--- src/rtl/cmdrsp_pkg.sv ---
package cmdrsp_pkg;
  // strobes from the control sequencer to the shift datapath
  typedef struct packed {
    logic load;      // frame accepted: capture command, clear receive shifter
    logic shiftTx;   // falling serial edge inside the frame: next command bit
    logic sampleRx;  // rising serial edge in the response phase
    logic finish;    // frame ends: publish response
  } ctrlStrobes_t;
endpackage

--- src/rtl/cmdrsp_ctrl.sv ---
module cmdrsp_ctrl
  import cmdrsp_pkg::*;
#(
  parameter int DIV_W    = 8,
  parameter int CMD_W    = 8,
  parameter int RESP_MIN = 4,
  parameter int RESP_MAX = 16,
  parameter int LEN_W    = $clog2(RESP_MAX + 1)
) (
  input  logic             clk,
  input  logic             rstN,
  input  logic             start,
  input  logic [LEN_W-1:0] respLen,
  input  logic [DIV_W-1:0] divisor,
  output logic             busy,
  output logic             sclk,
  output logic             selN,
  output logic             respValid,
  output ctrlStrobes_t     strb
);
  localparam int PER_W = $clog2(CMD_W + RESP_MAX + 2);

  typedef enum logic [1:0] {ST_IDLE, ST_RUN, ST_TAIL} state_t;

  state_t           state;
  logic [DIV_W-1:0] divCnt;
  logic [DIV_W-1:0] halfDivQ;
  logic [LEN_W-1:0] lenQ;
  logic [PER_W-1:0] periodIdx;
  logic             sclkQ;
  logic             selNQ;
  logic             validQ;

  logic             tick;
  logic             lastPeriod;
  logic             inResp;
  logic [LEN_W-1:0] lenClamp;

  always_comb begin
    if (respLen < LEN_W'(RESP_MIN))      lenClamp = LEN_W'(RESP_MIN);
    else if (respLen > LEN_W'(RESP_MAX)) lenClamp = LEN_W'(RESP_MAX);
    else                                 lenClamp = respLen;
  end

  assign tick       = (state != ST_IDLE) && (divCnt == halfDivQ);
  assign lastPeriod = (periodIdx == (PER_W'(CMD_W) + PER_W'(lenQ)));
  assign inResp     = (periodIdx > PER_W'(CMD_W));

  always_comb begin
    strb          = '0;
    strb.load     = (state == ST_IDLE) && start;
    strb.sampleRx = (state == ST_RUN) && tick && !sclkQ && inResp;
    strb.shiftTx  = (state == ST_RUN) && tick && sclkQ && !lastPeriod;
    strb.finish   = (state == ST_TAIL) && tick;
  end

  always_ff @(posedge clk or negedge rstN) begin
    if (!rstN) begin
      state     <= ST_IDLE;
      divCnt    <= '0;
      halfDivQ  <= '0;
      lenQ      <= LEN_W'(RESP_MIN);
      periodIdx <= '0;
      sclkQ     <= 1'b0;
      selNQ     <= 1'b1;
      validQ    <= 1'b0;
    end else begin
      validQ <= 1'b0;
      unique case (state)
        ST_IDLE: begin
          if (start) begin
            state     <= ST_RUN;
            selNQ     <= 1'b0;
            divCnt    <= '0;
            halfDivQ  <= divisor;
            lenQ      <= lenClamp;
            periodIdx <= '0;
            sclkQ     <= 1'b0;
          end
        end
        ST_RUN: begin
          if (tick) begin
            divCnt <= '0;
            if (!sclkQ) begin
              sclkQ <= 1'b1;
            end else begin
              sclkQ <= 1'b0;
              if (lastPeriod) state <= ST_TAIL;
              else            periodIdx <= periodIdx + 1'b1;
            end
          end else begin
            divCnt <= divCnt + 1'b1;
          end
        end
        ST_TAIL: begin
          if (tick) begin
            state  <= ST_IDLE;
            selNQ  <= 1'b1;
            validQ <= 1'b1;
            divCnt <= '0;
          end else begin
            divCnt <= divCnt + 1'b1;
          end
        end
        default: state <= ST_IDLE;
      endcase
    end
  end

  assign busy      = (state != ST_IDLE);
  assign sclk      = sclkQ;
  assign selN      = selNQ;
  assign respValid = validQ;

  // checker state: samples taken in the current frame
  logic [LEN_W-1:0] sampleCnt;
  always_ff @(posedge clk or negedge rstN) begin
    if (!rstN)              sampleCnt <= '0;
    else if (strb.load)     sampleCnt <= '0;
    else if (strb.sampleRx) sampleCnt <= sampleCnt + 1'b1;
  end

  assert_sclkIdleLow_R6: assert property (@(posedge clk) disable iff (!rstN)
    selN |-> !sclk);

  assert_sclkOnlyInFrame_R6: assert property (@(posedge clk) disable iff (!rstN)
    !$stable(sclk) |-> !selN);

  assert_sampleCount_R5: assert property (@(posedge clk) disable iff (!rstN)
    strb.finish |-> (sampleCnt == lenQ));

  assert_noEarlySample_R3: assert property (@(posedge clk) disable iff (!rstN)
    strb.load |=> !strb.sampleRx);

  assert_validPulse_R8: assert property (@(posedge clk) disable iff (!rstN)
    respValid |=> !respValid);

  assert_validAtDeselect_R8: assert property (@(posedge clk) disable iff (!rstN)
    $rose(selN) |-> (respValid && !busy));

  assert_busyIgnoresStart_R10: assert property (@(posedge clk) disable iff (!rstN)
    (state == ST_RUN && start && !tick) |=> ($stable(periodIdx) && $stable(lenQ) && $stable(halfDivQ)));

endmodule

--- src/rtl/cmdrsp_datapath.sv ---
module cmdrsp_datapath
  import cmdrsp_pkg::*;
#(
  parameter int CMD_W    = 8,
  parameter int RESP_MAX = 16
) (
  input  logic                clk,
  input  logic                rstN,
  input  ctrlStrobes_t        strb,
  input  logic [CMD_W-1:0]    cmdIn,
  input  logic                rxd,
  output logic                txd,
  output logic [RESP_MAX-1:0] respData
);
  localparam int TXC_W = $clog2(CMD_W + 2);

  logic [CMD_W-1:0]    cmdSh;
  logic                txdQ;
  logic [RESP_MAX-1:0] rxSh;
  logic [RESP_MAX-1:0] respQ;
  logic [TXC_W-1:0]    txBitCnt;  // bits placed on txd this frame (checker use)

  always_ff @(posedge clk or negedge rstN) begin
    if (!rstN) begin
      cmdSh    <= '0;
      txdQ     <= 1'b0;
      rxSh     <= '0;
      respQ    <= '0;
      txBitCnt <= '0;
    end else begin
      if (strb.load) begin
        // zero fill behind the command keeps txd low once it has been sent
        txdQ     <= cmdIn[CMD_W-1];
        cmdSh    <= cmdIn << 1;
        rxSh     <= '0;
        txBitCnt <= TXC_W'(1);
      end else if (strb.shiftTx) begin
        txdQ  <= cmdSh[CMD_W-1];
        cmdSh <= cmdSh << 1;
        if (txBitCnt <= TXC_W'(CMD_W)) txBitCnt <= txBitCnt + 1'b1;
      end
      if (strb.sampleRx) rxSh <= {rxSh[RESP_MAX-2:0], rxd};
      if (strb.finish) begin
        respQ <= rxSh;
        txdQ  <= 1'b0;
      end
    end
  end

  assign txd      = txdQ;
  assign respData = respQ;

  assert_txdLowAfterCmd_R7: assert property (@(posedge clk) disable iff (!rstN)
    (txBitCnt > TXC_W'(CMD_W)) |-> !txd);

  assert_loadClearsRx_R5: assert property (@(posedge clk) disable iff (!rstN)
    strb.load |=> (rxSh == '0));

endmodule

--- src/rtl/cmdrsp_master.sv ---
module cmdrsp_master
  import cmdrsp_pkg::*;
#(
  parameter int DIV_W    = 8,
  parameter int CMD_W    = 8,
  parameter int RESP_MIN = 4,
  parameter int RESP_MAX = 16,
  localparam int LEN_W   = $clog2(RESP_MAX + 1)
) (
  input  logic                clk,
  input  logic                rstN,
  input  logic                start,
  input  logic [CMD_W-1:0]    cmdByte,
  input  logic [LEN_W-1:0]    respLen,
  input  logic [DIV_W-1:0]    divisor,
  output logic                busy,
  output logic [RESP_MAX-1:0] respData,
  output logic                respValid,
  output logic                sclk,
  output logic                selN,
  output logic                txd,
  input  logic                rxd
);
  ctrlStrobes_t strb;

  cmdrsp_ctrl #(
    .DIV_W(DIV_W), .CMD_W(CMD_W), .RESP_MIN(RESP_MIN),
    .RESP_MAX(RESP_MAX), .LEN_W(LEN_W)
  ) u_ctrl (
    .clk(clk), .rstN(rstN), .start(start), .respLen(respLen),
    .divisor(divisor), .busy(busy), .sclk(sclk), .selN(selN),
    .respValid(respValid), .strb(strb)
  );

  cmdrsp_datapath #(
    .CMD_W(CMD_W), .RESP_MAX(RESP_MAX)
  ) u_dp (
    .clk(clk), .rstN(rstN), .strb(strb), .cmdIn(cmdByte),
    .rxd(rxd), .txd(txd), .respData(respData)
  );

  assert_selLowWhileBusy_R2: assert property (@(posedge clk) disable iff (!rstN)
    (busy && $past(busy)) |-> !selN);

endmodule

--- config.mk ---
export PLATFORM = sky130hd
export DESIGN_NAME = cmdrsp_master
export DESIGN_NICKNAME = d
export VERILOG_FILES = /design/src/rtl/cmdrsp_pkg.sv /design/src/rtl/cmdrsp_ctrl.sv /design/src/rtl/cmdrsp_datapath.sv /design/src/rtl/cmdrsp_master.sv
export SDC_FILE = /design/constraint.sdc
export NUM_CORES = 1
export LEC_CHECK = 0
export CORE_AREA = 3 3 113 115
export DETAILED_ROUTE_END_ITERATION = 10
export DIE_AREA = 0 0 116 118
export GPL_TIMING_DRIVEN = 1
export MAX_ROUTING_LAYER = met4
export PLACE_DENSITY_LB_ADDON = 0.25
export SYNTH_ARGS = -nofsm -noshare
export SYNTH_HDL_FRONTEND = slang
export SYNTH_SLANG_ARGS = --single-unit
--- constraint.sdc ---
create_clock -name clk -period 2.5 [get_ports clk]
set_input_delay 0.75 -clock clk [delete_from_list [all_inputs] [get_ports clk]]
set_output_delay 0.75 -clock clk [all_outputs]
set_load 0.005 [all_outputs]
**Word-level counts from Yosys, hierarchy flattened**

Cells that the tools add are included.

- Bits in registers: 72
- Latch bits: 0
- RAM bits: 0
- ROM bits: 0
- Input bits: 25
- Output and inout port bits: 21
- Logic and storage cells: 84
- Memories kept: 0

- Add/subtract/negate cells: 3
- $mul: 0
- Div/mod/pow operators: 0
- Order comparisons: 3
- Eq/ne operators: 10
- Shift operators: 0
- Muxes and demuxes: 31
- Bitwise gates (word level): 0
- Reductions and logical operators: 25

Operators with widths:

| cell | number |
|---|---|
| $mux 16 | 2 |
| $mux 8 | 4 |
| $mux 5 | 6 |
| $pmux 8 s2 | 1 |
| $reduce_bool 2->1 | 6 |
| $mux 2 | 5 |
| $pmux 5 s2 | 1 |
| $reduce_and 5->1 | 2 |
| $mux 1 | 9 |
| $add 8x1->8 const B | 1 |
| $eq 8x8->1 | 1 |
| $logic_and 1x1->1 | 8 |
| $ne 2x1->1 const B | 4 |
| $pmux 2 s3 | 1 |
| $reduce_and 3->1 | 2 |
| $add 4x5->5 const A | 1 |
| $add 5x1->5 const B | 1 |
| $eq 5x5->1 | 1 |
| $gt 5x4->1 const B | 1 |
| $gt 5x5->1 const B | 1 |
| $lt 5x3->1 const B | 1 |
| $ne 2x2->1 const B | 2 |
| $pmux 1 s2 | 2 |
| $reduce_and 2->1 | 2 |
| 6 further kinds | 7 |

**Depth between registers and ports, before layout**

Gate-level depths: netlist of run 1.

- Word-level depth: 8
- Gate-level depth with buffers: 8

**Modules after synthesis**

Synthesis of run 1 repeated with hierarchy kept, for this count alone.

- Cell total of the unflattened synthesis: 355
- Area, all modules: 3779.9 um^2

Modules (own cells, without submodules):

| module | instances | cells each | area each (um^2) | seq. area each (um^2) |
|---|---|---|---|---|
| cmdrsp_ctrl | 1 | 222 | 2112.0 | 778.2 |
| cmdrsp_datapath | 1 | 133 | 1667.8 | 1001.0 |

**Worst setup path after synthesis of run 1**

OpenSTA, ideal clock, no wires.

- Kind: flip-flop to flip-flop
- Start: reg u_ctrl.state[0]
- End: reg u_ctrl.periodIdx[0]
- Arrival: 1.939 ns
- Required time: 2.414 ns
- Setup slack: 0.475 ns
- Stages on the path, launching flop included: 9
- Path buffers: 1
- Period minus slack after synthesis: 2.025 ns
- Cells stage by stage: dfrtp_1 -> inv_1 -> ha_1 -> inv_1 -> nand2_1 -> or3_4 -> buf_6 -> or3_4 -> o221ai_2

- Word-level cells in the longest chain between the ends: 4

Ends and longest elaborated chain:

| item | line | text |
|---|---|---|
| start: declaration | cmdrsp_ctrl.sv:25 | `state_t state;` |
| start signal: assignment | cmdrsp_ctrl.sv:59 | `state <= ST_IDLE;` |
| start signal: assignment | cmdrsp_ctrl.sv:72 | `state <= ST_RUN;` |
| start signal: assignment | cmdrsp_ctrl.sv:88 | `if (lastPeriod) state <= ST_TAIL;` |
| $reduce_bool 2->1 | - |  |
| via busy | cmdrsp_master.sv:16 | `output logic busy,` |
| $logic_and 1x1->1 | cmdrsp_ctrl.sv:45 | `assign tick = (state != ST_IDLE) && (divCnt == halfDivQ);` |
| $ne 2x1->1 (no source line) | - |  |
| $reduce_and 5->1 (no source line) | - |  |
| end signal: assignment | cmdrsp_ctrl.sv:89 | `else periodIdx <= periodIdx + 1'b1;` |
| end: declaration | cmdrsp_ctrl.sv:29 | `logic [PER_W-1:0] periodIdx;` |

The timed path passes the listed nets, and every way through them passes these cells.
A chain may end at the register's enable or synchronous reset.

**Final worst setup path of run 1**

- Start: reg u_ctrl.state[0]
- End: out busy

- Word-level cells in the longest chain between the ends: 1

Ends and longest elaborated chain:

| item | line | text |
|---|---|---|
| $reduce_bool 2->1 | cmdrsp_ctrl.sv:110 | `assign busy = (state != ST_IDLE);` |
| end: declaration | cmdrsp_master.sv:16 |  |

No other way between the ends.

==> results of run 1 <==
[worst paths after layout]
path | startpoint | slack (ps) | cells past startpoint | end
max | u_ctrl.state[0] | 70 | 4 | busy
min | rstN | 420 | 1 | u_dp.rxSh[10]
max reg2reg | u_ctrl.state[0] | 250 | 8 | u_ctrl.periodIdx[1]
min reg2reg | u_ctrl.selN | 470 | 2 | u_ctrl.selN
max in group asynchronous | rstN | 1410 | 2 | u_dp.respData[13]
min in group clk | u_ctrl.selN | 470 | 2 | u_ctrl.selN
[stage by stage]
| stage | cell area, um2 | std cells | setup WS [ps] | hold slack (ps) | power, mW |
|---|---|---|---|---|---|
| 2_1_floorplan | 3520 | 348 | 475 | 449 | 2.61 |
| 3_3_place_gp | 4190 | 540 | 208 | 468 | 3.07 |
| 3_5_place_dp | 4190 | 540 | 155 | 469 | 3.11 |
| 4_1_cts | 4510 | 556 | 47.0 | 435 | 4.47 |
| 5_1_grt | 4510 | 557 | 8.84 | 464 | 4.73 |
| 6_report | 4510 | 557 | 69.7 | 423 | 4.41 |
[routing by layer]
metal	routed length [um]	share of wire, %	GRT usage, %	vias up
li1	-	-	-	1292
met1	3690	48	16.3	1299
met2	3560	46	17.8	46
met3	323	4.2	3.08	7
met4	101	1.3	5.00	0
met5	0	0	-	-
[registers in the layout, summed over array words and instances (netlist names)]
name,cells
u_dp.cmdSh,7
u_ctrl.divCnt,8
u_dp.rxSh,16
u_ctrl.respValid,1
u_ctrl.periodIdx,5
u_ctrl.state,2
u_ctrl.sclk,1
u_dp.txd,1
u_dp.respData,16
u_ctrl.halfDivQ,8
u_ctrl.selN,1
u_ctrl.lenQ,5
[critical path, delay by kind of cell (launching register included)]
| kind | cells | cell delay, ps |
|---|---|---|
| fa+ha+maj | 1 | 250 |
| buf+inv | 3 | 720 |
| flops | 1 | 380 |
[final cells by class]
cell class	count	area share (%)
clock buffers	11	5.60
clock inverters	5	1.41
inverters	24	2.00
multi-input cells	239	35.1
flip-flops and latches	71	39.4
well taps	147	4.07
repair buffers	60	12.4
[kinds of logic after synthesis]
group	count (synthesis)	share of synthesized area (%)
AND/OR/NAND/NOR	131	17.3
AO/OA/AOI/OAI	47	8.95
multiplexers	40	12.1
adder cells (fa/ha/maj)	8	2.84
XOR/XNOR	13	3.84
flip-flops	71	50.5
buffers and inverters	38	4.44
[synthesized netlist by cell type, types with 3 or more instances]
master    count  area (um2)
dfrtp_1      69        1730
nand2_1      82         308
o211ai_1      5        37.5
mux2i_1      20         200
a221o_1       3        30.0
clkbuf_1      9        33.8
o31ai_1       3        22.5
mux2_2       20         225
nor3_1        8        40.0
a21oi_1      10        50.1
ha_1          8         100
o21ai_0      14        70.1
nand3_1       6        30.0
and2_1        6        37.5
nor2_1       12        45.0
xnor2_1      10        87.6
inv_1        24        90.1
[power groups by stage]
stage | Sequential, mW | Clock (mW) | Combinational (mW)
after floorplan | 1.59 | 0 | 1.02
after global placement | 1.64 | 0 | 1.43
after detailed placement | 1.64 | 0 | 1.46
after CTS | 1.63 | 1.37 | 1.47
after global routing | 1.66 | 1.43 | 1.64
final | 1.62 | 1.33 | 1.45
[timing repair]
action,in CTS,in global routing
pin swaps,0,0
gates resized for setup,1,0
hold endpoints to repair,0,0
setup endpoints to repair,1,1
setup buffers,0,1
==> results.json, run 1 <==
{
  "clk_latency_ps": 330,
  "p_comb_share_pct": 33.0,
  "grt_max_degree": 32,
  "synth_flop_cell": "dfrtp_1",
  "relSlewSlack_pct": 60.8,
  "dr.pass1.iters": 4,
  "p_leak_nw": 2.06,
  "crit_type": "reg2out",
  "fmax_ghz": 0.411,
  "synth.distinct_cells": 48,
  "dp_hpwl_mm": 5.63,
  "clk_path_buf_depth": 2,
  "h-tree-depth": 3,
  "syn_avg_cell_area_um2": 10.1,
  "finalSetupTns_ps": 0,
  "finalHoldViolCount": 0,
  "synth-async-reset-ratio_pct": 100,
  "fillers": 1173,
  "drv_slew": 0,
  "ant_nets": 0,
  "critPathSlowestCell": "clkdlybuf4s50_1",
  "syn_area_um2": 3520,
  "cap_violations": 0,
  "fin_crit_sh_pct": 97.2,
  "worst_ep_required_time_ps": 1750,
  "critPathMaxFanout": 5,
  "die_h_um": 118,
  "status": "finished clean",
  "path_cells": "inv_1 > ha_1 > inv_2 > clkdlybuf4s50_1",
  "wire_per_inst_um": 13.8,
  "grt_pass1_vias": 2711,
  "num_vias": 2644,
  "crit_arrival_ps": 1680,
  "drive_above_1_share_pct": 15.4,
  "seq_power_share_pct": 36.8,
  "die_x_um": 116,
  "rows": 40,
  "yosysWarningCount": 0,
  "period_minus_slack_ps": 2430,
  "multi_input_area_um2": 1590,
  "synth_edf_count": 0,
  "max_stage_delay_ps": 510,
  "place_congestion": 0.895,
  "layout_common_cells": "nand2_1, dfrtp_1, clkdlybuf4s50_1",
  "grt_remaining_overflow": 0,
  "ios": 46,
  "cts_tree": "yes",
  "netSwitchingFraction_pct": 34.4,
  "clock_skew_ps": 6.13,
  "clkPwrFrac_pct": 30.2,
  "num_antenna_cells": 0,
  "ir_worst_vdd_mv": 0.415,
  "cts_num_sinks": 71,
  "core_region_area_um2": 11900,
  "syn_to_final_growth_pct": 28.2,
  "worstSetupEndpointType": "output port",
  "ys_seq_area_share_pct": 50.5,
  "tightest_slew_ps": 582,
  "setup_viol": 0,
  "path_clk_slew_ps": 60,
  "routed_wirelength_mm": 7.68,
  "seq_area_um2": 1780,
  "drc_errors": 0,
  "syn_nets": 381,
  "via_per_inst": 4.75,
  "clockRootBuffer": "clkbuf_16",
  "critPathLaunchType": "register",
  "p_sw_mw": 1.52,
  "ctsHoldBuffers": 0,
  "antenna_found_initial": 0,
  "drt_iter0_drc": 124,
  "grt_pass1_wl_mm": 13.2,
  "numCtsBuffers": 9,
  "synth_cells": 348,
  "rsz0062_at_grt": "false",
  "num-nets-final": 438,
  "port_buffers": 45,
  "ys_seq_elements": 71,
  "p_int_mw": 2.89,
  "holdCritPathClass": "in2async",
  "initial_core_util_pct": 29.6,
  "grt_use_total_pct": 12.3,
  "final_util_pct": 37.9,
  "die_area_um2": 13700,
  "final_common_cell": "nand2_1",
  "power.density_nw_per_um2": 976
}
(Power assumes the default switching activity.)
==> inputs of run 2 (changes only) <==
--- a/config.mk
+++ b/config.mk
@@ -5,12 +5,14 @@
 export SDC_FILE = /design/constraint.sdc
 export NUM_CORES = 1
 export LEC_CHECK = 0
+export CELL_PAD_IN_SITES_DETAIL_PLACEMENT = 0
+export CELL_PAD_IN_SITES_GLOBAL_PLACEMENT = 1
 export CORE_AREA = 3 3 113 115
 export DETAILED_ROUTE_END_ITERATION = 10
 export DIE_AREA = 0 0 116 118
 export GPL_TIMING_DRIVEN = 1
 export MAX_ROUTING_LAYER = met4
-export PLACE_DENSITY_LB_ADDON = 0.25
+export PLACE_DENSITY = 0.6
 export SYNTH_ARGS = -nofsm -noshare
 export SYNTH_HDL_FRONTEND = slang
 export SYNTH_SLANG_ARGS = --single-unit
==> results.json, run 2 (same netlist as run 1, synthesis figures left out) <==
{
  "path_cells": "inv_1 > ha_2 > inv_2 > clkdlybuf4s50_1",
  "routed_wirelength_mm": 7.93,
  "fin_cells": 557,
  "p_comb_share_pct": 32.4,
  "holdCritPathClass": "in2async",
  "critPathSlowestCell": "clkdlybuf4s50_1",
  "via_per_inst": 4.72,
  "period_minus_slack_ps": 2400,
  "p_leak_nw": 2.07,
  "numCtsBuffers": 9,
  "regToRegEndpoint": "u_ctrl.periodIdx[1]",
  "port_buffers": 45,
  "grt_use_met3_pct": 2.06,
  "path_buf_inv": 3,
  "grt_pass1_wl_mm": 13.6,
  "status": "finished clean",
  "finalSetupTns_ps": 0,
  "initial_core_util_pct": 29.6,
  "drt_iter0_drc": 92,
  "clk_path_buf_depth": 2,
  "dr.pass1.iters": 4,
  "fillers": 1199,
  "cts_tree": "yes",
  "post-route-cell-area_um2": 4540,
  "worstSetupEndpointType": "output port",
  "fin_crit_sh_pct": 96.1,
  "p_sw_mw": 1.53,
  "dpl_cell_area_um2": 4200,
  "num_vias": 2628,
  "rsz0062_at_grt": "false",
  "ios": 46,
  "critPathLaunchType": "register",
  "met1_usage_pct": 18.0,
  "path_clk_slew_ps": 60,
  "antenna_found_initial": 0,
  "grt_remaining_overflow": 0,
  "dp_hpwl_mm": 5.47,
  "cap_violations": 0,
  "worstRegToRegCells": 7,
  "fmax_ghz": 0.416,
  "clock_skew_ps": 8.07,
  "max_stage_delay_ps": 510,
  "rows": 40,
  "grt_use_total_pct": 12.8,
  "seq_power_share_pct": 36.5,
  "num_antenna_cells": 0,
  "tightest_slew_ps": 608,
  "critPathMaxFanout": 5,
  "power.density_nw_per_um2": 991,
  "drive_above_1_share_pct": 15.4,
  "crit_arrival_ps": 1650,
  "core_region_area_um2": 11900,
  "clkPwrFrac_pct": 31.0,
  "grt_pass1_vias": 2698,
  "die_area_um2": 13700,
  "die_x_um": 116,
  "final_common_cell": "nand2_1",
  "place_congestion": 0.830,
  "critPathTopFamily": "buffers and inverters",
  "ant_nets": 0,
  "clockRootBuffer": "clkbuf_16",
  "layout_common_cells": "nand2_1, dfrtp_1, clkdlybuf4s50_1",
  "r2r-start": "u_ctrl.state[0]",
  "grt_max_degree": 72,
  "drc_errors": 0,
  "drv_slew": 0,
  "num-nets-final": 438,
  "relSlewSlack_pct": 59.5,
  "h-tree-depth": 3,
  "use_met2_pct": 18.4,
  "netSwitchingFraction_pct": 34.1,
  "setup_viol": 0,
  "finalHoldViolCount": 0,
  "p_int_mw": 2.96,
  "crit_type": "reg2out",
  "r2r_slack_ps": 380,
  "worst_ep_required_time_ps": 1750,
  "top_usage_layer": "met2",
  "syn_to_final_growth_pct": 28.8,
  "die_h_um": 118,
  "clk_latency_ps": 340,
  "ir_worst_vdd_mv": 0.353,
  "wire_per_inst_um": 14.2,
  "dp.cells": 540,
  "cts_num_sinks": 71
}
## run 2: routing by layer
layer  vias up  routed length (um)
met5         -                   0
met4         0                 130
met3        12                 228
met2        40                3550
met1      1279                4030
li1       1297                   -
## run 2: worst max path at each step
| stage | start | cells after the start | end |
|---|---|---|---|
| floorplan | u_ctrl.state[0] | 8 | u_ctrl.periodIdx[0] |
| global route | u_ctrl.state[0] | 4 | busy |
| CTS | u_ctrl.state[0] | 4 | busy |
| global placement | start | 6 | u_ctrl.divCnt[0] |
| finish | u_ctrl.state[0] | 4 | busy |
| detailed placement | start | 6 | u_ctrl.divCnt[0] |
## run 2: cell type report
class | instances | area (um2) | area share [%]
inverter | 24 | 90.1 | 1.99
multi-input combinational | 239 | 1590 | 35.0
clock inverter | 5 | 81.3 | 1.79
clock buffer | 11 | 243 | 5.35
tap | 147 | 184 | 4.05
sequential | 71 | 1780 | 39.2
timing repair buffer | 60 | 571 | 12.6
## run 2: what timing repair did
item | CTS | global route
hold buffers | 0 | 0
endpoints found under the setup margin | 1 | 1
endpoints found under the hold margin | 0 | 0
gates resized for setup | 1 | 1
setup buffers | 0 | 1
## run 2: through the flow
stage	power, mW	worst slack (ps)	hold slack (ps)	util (%)
2_1_floorplan	2.61	475	449	-
3_3_place_gp	3.10	178	464	35.3
3_5_place_dp	3.13	168	467	35.3
4_1_cts	4.56	22.6	456	38.0
5_1_grt	4.83	42.5	479	38.1
6_report	4.49	98.3	444	38.1
## run 2: power by group through the flow
stage	sequential, mW	combinational [mW]	clock [mW]
2_1_floorplan	1.59	1.02	0
3_3_place_gp	1.66	1.44	0
3_5_place_dp	1.66	1.47	0
4_1_cts	1.64	1.48	1.43
5_1_grt	1.68	1.67	1.48
6_report	1.64	1.46	1.40
